<file path="src/rtl/dir_pkg.sv">
package dir_pkg;
  typedef enum logic [1:0] {DS_UNC = 2'd0, DS_SHR = 2'd1, DS_EXC = 2'd2} dstate_e;
  typedef enum logic [1:0] {RK_READ = 2'd0, RK_WRITE = 2'd1, RK_WBACK = 2'd2} rkind_e;
  typedef enum logic [2:0] {CS_IDLE, CS_INVAL, CS_FREQ, CS_FWAIT, CS_REPLY} cstate_e;
endpackage

</file>
<file path="src/rtl/dir_arb.sv">
// Fixed-priority pick: lowest set bit wins.
module dir_arb #(
  parameter int N = 4,
  localparam int IW = (N > 1) ? $clog2(N) : 1
) (
  input  logic [N-1:0]  req,
  output logic [N-1:0]  gnt,
  output logic [IW-1:0] idx,
  output logic          any
);
  always_comb begin
    gnt = '0;
    idx = '0;
    for (int i = N - 1; i >= 0; i--) begin
      if (req[i]) begin
        gnt    = '0;
        gnt[i] = 1'b1;
        idx    = IW'(i);
      end
    end
  end
  assign any = |req;
endmodule

</file>
<file path="src/rtl/dir_store.sv">
// Home memory: one word per block, cleared by reset.
module dir_store #(
  parameter int DEPTH = 8,
  parameter int DW    = 16,
  localparam int AW   = $clog2(DEPTH)
) (
  input  logic          clk,
  input  logic          rst_n,
  input  logic [AW-1:0] addr,
  output logic [DW-1:0] rdata,
  input  logic          we,
  input  logic [DW-1:0] wdata
);
  logic [DW-1:0] mem_q [DEPTH];

  always_ff @(posedge clk or negedge rst_n) begin
    if (!rst_n) begin
      for (int i = 0; i < DEPTH; i++) mem_q[i] <= '0;
    end else if (we) begin
      mem_q[addr] <= wdata;
    end
  end
  assign rdata = mem_q[addr];
endmodule

</file>
<file path="src/rtl/dir_table.sv">
// Directory entries: state, sharer vector, owner.
module dir_table
  import dir_pkg::*;
#(
  parameter int DEPTH = 8,
  parameter int N     = 4,
  localparam int AW   = $clog2(DEPTH),
  localparam int IW   = (N > 1) ? $clog2(N) : 1
) (
  input  logic          clk,
  input  logic          rst_n,
  input  logic [AW-1:0] addr,
  output dstate_e       rd_st,
  output logic [N-1:0]  rd_shr,
  output logic [IW-1:0] rd_own,
  input  logic          we,
  input  dstate_e       wr_st,
  input  logic [N-1:0]  wr_shr,
  input  logic [IW-1:0] wr_own
);
  dstate_e       st_q  [DEPTH];
  logic [N-1:0]  shr_q [DEPTH];
  logic [IW-1:0] own_q [DEPTH];

  always_ff @(posedge clk or negedge rst_n) begin
    if (!rst_n) begin
      for (int i = 0; i < DEPTH; i++) begin
        st_q[i]  <= DS_UNC;
        shr_q[i] <= '0;
        own_q[i] <= '0;
      end
    end else if (we) begin
      st_q[addr]  <= wr_st;
      shr_q[addr] <= wr_shr;
      own_q[addr] <= wr_own;
    end
  end
  assign rd_st  = st_q[addr];
  assign rd_shr = shr_q[addr];
  assign rd_own = own_q[addr];
endmodule

</file>
<file path="src/rtl/coh_dir_home.sv">
module coh_dir_home
  import dir_pkg::*;
#(
  parameter int NODES  = 4,
  parameter int BLOCKS = 8,
  parameter int DATA_W = 16,
  localparam int NODE_W = (NODES > 1) ? $clog2(NODES) : 1,
  localparam int ADDR_W = $clog2(BLOCKS)
) (
  input  logic                     clk,
  input  logic                     rst_n,
  input  logic [NODES-1:0]         req_valid,
  output logic [NODES-1:0]         req_ready,
  input  logic [2*NODES-1:0]       req_kind,
  input  logic [NODES*ADDR_W-1:0]  req_addr,
  input  logic [NODES*DATA_W-1:0]  req_wdata,
  output logic                     rsp_valid,
  input  logic                     rsp_ready,
  output logic [NODE_W-1:0]        rsp_node,
  output logic [ADDR_W-1:0]        rsp_addr,
  output logic [DATA_W-1:0]        rsp_data,
  output logic                     inv_valid,
  input  logic                     inv_ready,
  output logic [NODE_W-1:0]        inv_node,
  output logic [ADDR_W-1:0]        inv_addr,
  output logic                     fetch_valid,
  input  logic                     fetch_ready,
  output logic [NODE_W-1:0]        fetch_node,
  output logic [ADDR_W-1:0]        fetch_addr,
  input  logic                     fdat_valid,
  output logic                     fdat_ready,
  input  logic [DATA_W-1:0]        fdat_data
);
  cstate_e             state_q, state_d;
  logic [NODE_W-1:0]   cur_node_q, cur_node_d;
  logic [1:0]          cur_kind_q, cur_kind_d;
  logic [ADDR_W-1:0]   cur_addr_q, cur_addr_d;
  logic [NODES-1:0]    inv_mask_q, inv_mask_d;
  logic [DATA_W-1:0]   rsp_data_q, rsp_data_d;

  // request arbitration
  logic [NODES-1:0]    gnt;
  logic [NODE_W-1:0]   g_idx;
  logic                g_any;
  dir_arb #(.N(NODES)) u_req_pick (.req(req_valid), .gnt(gnt), .idx(g_idx), .any(g_any));

  logic [1:0]          sel_kind;
  logic [ADDR_W-1:0]   sel_addr;
  logic [DATA_W-1:0]   sel_wdata;
  assign sel_kind  = req_kind[g_idx*2 +: 2];
  assign sel_addr  = req_addr[g_idx*ADDR_W +: ADDR_W];
  assign sel_wdata = req_wdata[g_idx*DATA_W +: DATA_W];

  // invalidate target pick
  logic [NODES-1:0]    inv_onehot;
  logic [NODE_W-1:0]   inv_idx;
  logic                inv_any;
  dir_arb #(.N(NODES)) u_inv_pick (.req(inv_mask_q), .gnt(inv_onehot), .idx(inv_idx), .any(inv_any));

  logic                idle;
  logic [ADDR_W-1:0]   look_addr;
  assign idle      = (state_q == CS_IDLE);
  assign look_addr = idle ? sel_addr : cur_addr_q;

  // directory entry and home memory
  dstate_e             t_st, t_wst;
  logic [NODES-1:0]    t_shr, t_wshr;
  logic [NODE_W-1:0]   t_own, t_wown;
  logic                t_we;
  dir_table #(.DEPTH(BLOCKS), .N(NODES)) u_table (
    .clk(clk), .rst_n(rst_n), .addr(look_addr),
    .rd_st(t_st), .rd_shr(t_shr), .rd_own(t_own),
    .we(t_we), .wr_st(t_wst), .wr_shr(t_wshr), .wr_own(t_wown));

  logic [DATA_W-1:0]   m_rdata, m_wdata;
  logic                m_we;
  assign m_wdata = idle ? sel_wdata : fdat_data;
  dir_store #(.DEPTH(BLOCKS), .DW(DATA_W)) u_store (
    .clk(clk), .rst_n(rst_n), .addr(look_addr), .rdata(m_rdata),
    .we(m_we), .wdata(m_wdata));

  logic [NODES-1:0]    g_left;
  assign g_left = (t_st == DS_SHR) ? (t_shr & ~gnt) : '0;

  // next-state logic
  always_comb begin
    state_d    = state_q;
    cur_node_d = cur_node_q;
    cur_kind_d = cur_kind_q;
    cur_addr_d = cur_addr_q;
    inv_mask_d = inv_mask_q;
    rsp_data_d = rsp_data_q;
    t_we       = 1'b0;
    t_wst      = t_st;
    t_wshr     = t_shr;
    t_wown     = t_own;
    m_we       = 1'b0;
    unique case (state_q)
      CS_IDLE: if (g_any) begin
        cur_node_d = g_idx;
        cur_kind_d = sel_kind;
        cur_addr_d = sel_addr;
        case (sel_kind)
          RK_READ: begin
            if (t_st == DS_EXC) state_d = CS_FREQ;
            else begin
              rsp_data_d = m_rdata;
              t_we       = 1'b1;
              t_wst      = DS_SHR;
              t_wshr     = ((t_st == DS_SHR) ? t_shr : '0) | gnt;
              state_d    = CS_REPLY;
            end
          end
          RK_WRITE: begin
            if (t_st == DS_EXC) state_d = CS_FREQ;
            else begin
              rsp_data_d = m_rdata;
              t_we       = 1'b1;
              t_wst      = DS_EXC;
              t_wshr     = '0;
              t_wown     = g_idx;
              inv_mask_d = g_left;
              state_d    = (|g_left) ? CS_INVAL : CS_REPLY;
            end
          end
          RK_WBACK: begin
            if (t_st == DS_EXC && t_own == g_idx) begin
              m_we   = 1'b1;
              t_we   = 1'b1;
              t_wst  = DS_UNC;
              t_wshr = '0;
            end
          end
          default: ;
        endcase
      end
      CS_INVAL: if (inv_ready) begin
        inv_mask_d = inv_mask_q & ~inv_onehot;
        if (inv_mask_d == '0) state_d = CS_REPLY;
      end
      CS_FREQ: if (fetch_ready) state_d = CS_FWAIT;
      CS_FWAIT: if (fdat_valid) begin
        m_we       = 1'b1;
        rsp_data_d = fdat_data;
        t_we       = 1'b1;
        if (cur_kind_q == RK_READ) begin
          t_wst  = DS_SHR;
          t_wshr = (NODES'(1) << t_own) | (NODES'(1) << cur_node_q);
        end else begin
          t_wst  = DS_EXC;
          t_wshr = '0;
          t_wown = cur_node_q;
        end
        state_d = CS_REPLY;
      end
      CS_REPLY: if (rsp_ready) state_d = CS_IDLE;
      default: state_d = CS_IDLE;
    endcase
  end

  // registers
  always_ff @(posedge clk or negedge rst_n) begin
    if (!rst_n) begin
      state_q    <= CS_IDLE;
      cur_node_q <= '0;
      cur_kind_q <= '0;
      cur_addr_q <= '0;
      inv_mask_q <= '0;
      rsp_data_q <= '0;
    end else begin
      state_q    <= state_d;
      cur_node_q <= cur_node_d;
      cur_kind_q <= cur_kind_d;
      cur_addr_q <= cur_addr_d;
      inv_mask_q <= inv_mask_d;
      rsp_data_q <= rsp_data_d;
    end
  end

  assign req_ready   = idle ? gnt : '0;
  assign rsp_valid   = (state_q == CS_REPLY);
  assign rsp_node    = cur_node_q;
  assign rsp_addr    = cur_addr_q;
  assign rsp_data    = rsp_data_q;
  assign inv_valid   = (state_q == CS_INVAL) && inv_any;
  assign inv_node    = inv_idx;
  assign inv_addr    = cur_addr_q;
  assign fetch_valid = (state_q == CS_FREQ);
  assign fetch_node  = t_own;
  assign fetch_addr  = cur_addr_q;
  assign fdat_ready  = (state_q == CS_FWAIT);
endmodule

</file>
<file path="config.mk">
export PLATFORM = sky130hd
export DESIGN_NAME = coh_dir_home
export DESIGN_NICKNAME = d
export VERILOG_FILES = /design/src/rtl/dir_pkg.sv /design/src/rtl/dir_arb.sv /design/src/rtl/dir_store.sv /design/src/rtl/dir_table.sv /design/src/rtl/coh_dir_home.sv
export SDC_FILE = /design/constraint.sdc
export NUM_CORES = 1
export LEC_CHECK = 0
export ABC_AREA = 1
export BUFFER_PORTS_ARGS = -buffer_cell sky130_fd_sc_hd__buf_2
export CORE_ASPECT_RATIO = 0.75
export CORE_MARGIN = 2
export CORE_UTILIZATION = 47
export CTS_CLUSTER_DIAMETER = 50
export DETAILED_ROUTE_END_ITERATION = 6
export MAX_ROUTING_LAYER = met4
export PLACE_DENSITY_LB_ADDON = 0.05
export SLEW_MARGIN = 5
export SYNTH_ARGS = -nofsm -noshare
export SYNTH_HDL_FRONTEND = slang
export SYNTH_SLANG_ARGS = --single-unit
</file>
<file path="constraint.sdc">
create_clock -name clk -period 3.3 [get_ports clk]
set_clock_uncertainty 0.15 [all_clocks]
set_input_delay 0.495 -clock clk [delete_from_list [all_inputs] [get_ports clk]]
set_output_delay 0.495 -clock clk [all_outputs]
set_load 0.02 [all_outputs]
</file>
==> flow_results.org <==
** Worst setup path
- STA puts the critical path data required time at 2.65 ns.
- Buffer and inverter count on the worst path :: 6
- Max incr delay on CP :: 0.41 ns
- Among cell families on the critical path, the largest total delay comes from buffers and inverters.
- In this run the register-to-register setup slack is 0.28 ns.
- Sort of element at the end of the critical path :: output port
- For this design, the slowest cell found on the critical path is dfrtp_1.
- Arrival time of the worst setup path :: 2.58 ns
- Of all nets on the critical path, the largest fanout is 13.
- The endpoint identified for the worst register-to-register timing path is u_table.own_q[2].
- Critical Path Source Type :: register
- Number of cells traversed by the worst register-to-register path :: 19
- The most numerous cell type found on the critical path is nand2_1.
- Class of the most critical setup path :: reg -> out
- In this run the critical register-to-register path is launched from state_q[1].
- Sequence of cells on the critical path :: nor2_1 -> nand2_2 -> buf_6 -> nand2_1 -> nand2_1 -> buf_4 -> nand2_1 -> nand2_1 -> nand2_2 -> nand2_2 -> buf_4 -> inv_1 -> buf_4 -> clkbuf_4

** Timing
- The worst path needs 3.23 ns of the cycle, external delays included.
- Setup repair after global routing could not meet its margin everywhere.
- Highest clock frequency the design can meet :: 310 MHz
- In the finished design, the share of the clock period the worst path needs comes to 0.978.
- Hold violation total from the final report :: 0
- Pin slew with the least headroom to its limit :: 0.736 ns
- Setup violations remaining at the end of the flow were counted as 0.
- Final slew viol count :: 0
- Worst-case hold slack :: 0.105 ns
- Worst slew margin relative to its limit :: 0.506

** Clock tree
- Clock latency on the worst-skew pair, taken at its later pin, is 0.53 ns.
- H-tree Lvls :: 1
- TritonCTS built the clock tree.
- The tree is rooted in a clkbuf_16.
- Clock-pin transition on the worst setup and hold timing paths :: 0.06 ns
- Clk sinks :: 222
- TritonCTS created 28 clock buffers.
- Buffers from clock root to sink, at most :: 3

** Route
- Post-detailed-route via-to-cell ratio :: 5.40
- Detailed-routing iteration count for the pre-antenna-repair pass :: 5
- Via count :: 12131
- Final wirelength :: 42.0 mm
- The first routing iteration left 1235 violations.
- Residual antenna-violating net count after detailed routing :: 0
- Residual DRC count :: 0
- Dividing the detail-routed wire length by the instance count gives 18.7 um.

** Run
- Max_cap viols :: 0

** Placed design
- Port-buffer cells :: 148
- After detailed placement, the design holds a cell count of 2190.
- Post-placement cell area :: 0.0143 mm^2
- Half-perimeter wire length after detailed placement :: 30.4 mm
- Routability-driven placement finished with a final weighted congestion of 0.917.

** Final layout
- Fill cells in the final layout number 2363.
- Summing all multi-input logic gate instances after layout gives 0.00553 mm^2.
- Fraction of layout cells with a size suffix above 1 :: 0.225
- Post-route standard cell area excluding fillers :: 0.0154 mm^2
- The final layout contains 1997 nets.
- From synthesis to final layout, the design area changed by 26.4%.
- The finished layout holds 2248 standard cells, fillers aside.
- Area occupied by registers :: 0.00556 mm^2

** Power and ir drop
- Largest vdd supply drop :: 0.519 mV
- Power comes to 17.9 mW.
- Areal power density over the cells :: 1160 mW/mm^2
- In this run the static leakage power is 8.23 nW.

** Global routing
- Global routing finished with a remaining overflow of 0.
- Number of global-route vias before repair :: 11316
- Initial antenna violation count :: 1
- Wire length of the first global-routing pass :: 65.0 mm
- Entering global routing, the biggest net connects 71 pins.
- Across every metal layer, demand over resource in global routing totals 0.320.

** Floorplan
- For this configuration, the core starts out at a cell density of 0.483.
- Core Footprint :: 0.0251 mm^2
- 149 I/O pins were placed.
- The floorplan has 50 rows.
- Horiz. Die Dim :: 190 um
- Height of the chip :: 143 um
- The die covers 0.0272 mm^2.

** Yosys
- Share of synthesized area occupied by flip-flops and latches :: 0.457
- Of the post-synthesis cell area, the dominant cell type holds 0.457.
- For this run, the leading register cell type out of synthesis is dfrtp_1.
- Dividing the synthesized area by the synthesized cell count gives 7.42 um^2.
- Post-synthesis cell count :: 1638
- In the post-synthesis netlist, the biggest area contributors are dfrtp_1 46%, nand2_1 18%, o21ai_0 6.4%.
- Post-synth ARST share :: 1.00
- Number of synthesized flops with an enable pin :: 0
- Ys Warns :: 0
- Library cells used by synthesis :: 40
- Summing every instance area after synthesis gives 0.0122 mm^2.
- Total of flip-flops plus latches after synthesis :: 222
- By count the netlist is led by 586 x nand2_1, 222 x dfrtp_1, 162 x inv_1.
- Number of nets produced by synthesis :: 1748
- The largest total area in the synthesized netlist belongs to dfrtp_1.
- Most frequent cell after synthesis :: nand2_1

** Outcome
- Outcome :: completed

** Worst hold path
- Hold crit path type :: in -> reg
- Hold Path Origin :: rsp_ready
- Number of cells traversed by the worst hold path :: 4
- For hold timing, the worst endpoint is state_q[2].
cell type report:
cell class              instances  area share
diodes                          1    0.000163
clock buffers                  41      0.0560
clock inverters                11     0.00529
inverters                     171      0.0423
multi-input cells            1162       0.360
flip-flops and latches        222       0.362
well taps                     338      0.0275
repair buffers                302       0.147
placed cells by master, fill, tap and decap left out, types with 3 or more instances in the layout:
master	instances
nor2_1	95
a21oi_1	27
inv_2	5
clkinvlp_4	3
o21ai_2	9
nand2_2	17
inv_4	3
nand3_1	61
buf_4	125
o22ai_1	31
o21ai_0	155
inv_6	3
buf_12	27
nor2_8	7
clkbuf_16	29
clkinv_2	3
clkbuf_8	9
a22oi_1	5
nand4_1	10
nor3_1	4
buf_2	146
nor2_2	7
nand2_4	4
or2_2	18
clkbuf_1	3
dfrtp_1	222
nand2_1	583
a221oi_1	23
inv_1	162
o32ai_1	7
o21ai_1	56
o211ai_1	18
a31oi_1	11
logic make-up (layout without fill, tap and decap cells):
group | Yosys count | count (layout) | synth area share
compound gates | 347 | 347 | 0.166
buf+inv | 254 | 525 | 0.0920
flops | 222 | 222 | 0.457
other cells | 0 | 1 | 0
simple gates | 815 | 815 | 0.285
how the worst max path moves through the flow:
stage | start | to | slack (ns) | cells after the start
3_5_place_dp | req_valid[0] | u_table.shr_q[7] | -0.18 | 22
6_report | state_q[1] | fetch_node[1] | 0.07 | 14
3_3_place_gp | req_valid[0] | u_table.shr_q[7] | -0.19 | 21
4_1_cts | state_q[1] | fetch_node[1] | 0.006 | 15
2_1_floorplan | req_valid[1] | u_store.mem_q[57] | 0.24 | 24
5_1_grt | state_q[1] | fetch_node[1] | -0.07 | 15
per-layer routing:
metal	vias to the layer above	routed length (um)	global-route usage
met3	43	4090	0.0666
met2	531	17200	0.451
met5	-	0	-
met1	5755	20200	0.480
li1	5802	-	-
met4	0	487	0.0494
timing repair:
item / CTS / global route
buffers inserted: 0 / 4
endpoints found under the hold margin: 63 / 0
resized for setup: 4 / 9
setup endpoints to repair: 1 / 32
pin swaps: 0 / 1
hold buffers: 1 / 0
registers in the layout, summed over array words and instances, names as in the netlist:
signal,cells
inv_mask_q,4
u_table.st_q,16
u_table.own_q,16
state_q,3
rsp_node,2
u_store.mem_q,128
cur_kind_q,2
fetch_addr,3
u_table.shr_q,32
rsp_data,16
worst reg2reg max path, cell delays in order, from the launching register on:
cell	delay (ns)
dfrtp_1	0.41
nor2_1	0.14
nand2_2	0.11
buf_6	0.18
nand2_1	0.07
nand2_1	0.08
buf_4	0.15
nor2_2	0.13
nand3_1	0.08
nand2_1	0.12
nor2_2	0.07
nand2_1	0.06
nand2_1	0.08
nor2_4	0.11
nand4_2	0.12
o211ai_4	0.19
nand2_1	0.21
inv_1	0.32
nand2_1	0.09
nand2_1	0.07
report_power, final:
part | leakage, nW | total, mW | switching, mW | internal, mW
clock | 0.460 | 3.05 | 1.24 | 1.82
sequential | 2.74 | 4.38 | 0.547 | 3.84
combinational | 5.04 | 10.4 | 6.74 | 3.68
total | 8.23 | 17.9 | 8.53 | 9.33
through the flow:
| stage | utilization | setup WS (ns) | TNS [ns] |
|---|---|---|---|
| after floorplan | - | 0.243 | 0 |
| after global placement | 0.569 | -0.194 | -3.51 |
| after detailed placement | 0.569 | -0.179 | -4.23 |
| after CTS | 0.608 | 0.00577 | 0 |
| after global routing | 0.611 | -0.0684 | -0.0786 |
| final | 0.611 | 0.0733 | 0 |
Note: power is estimated with default switching activity, not from simulation.
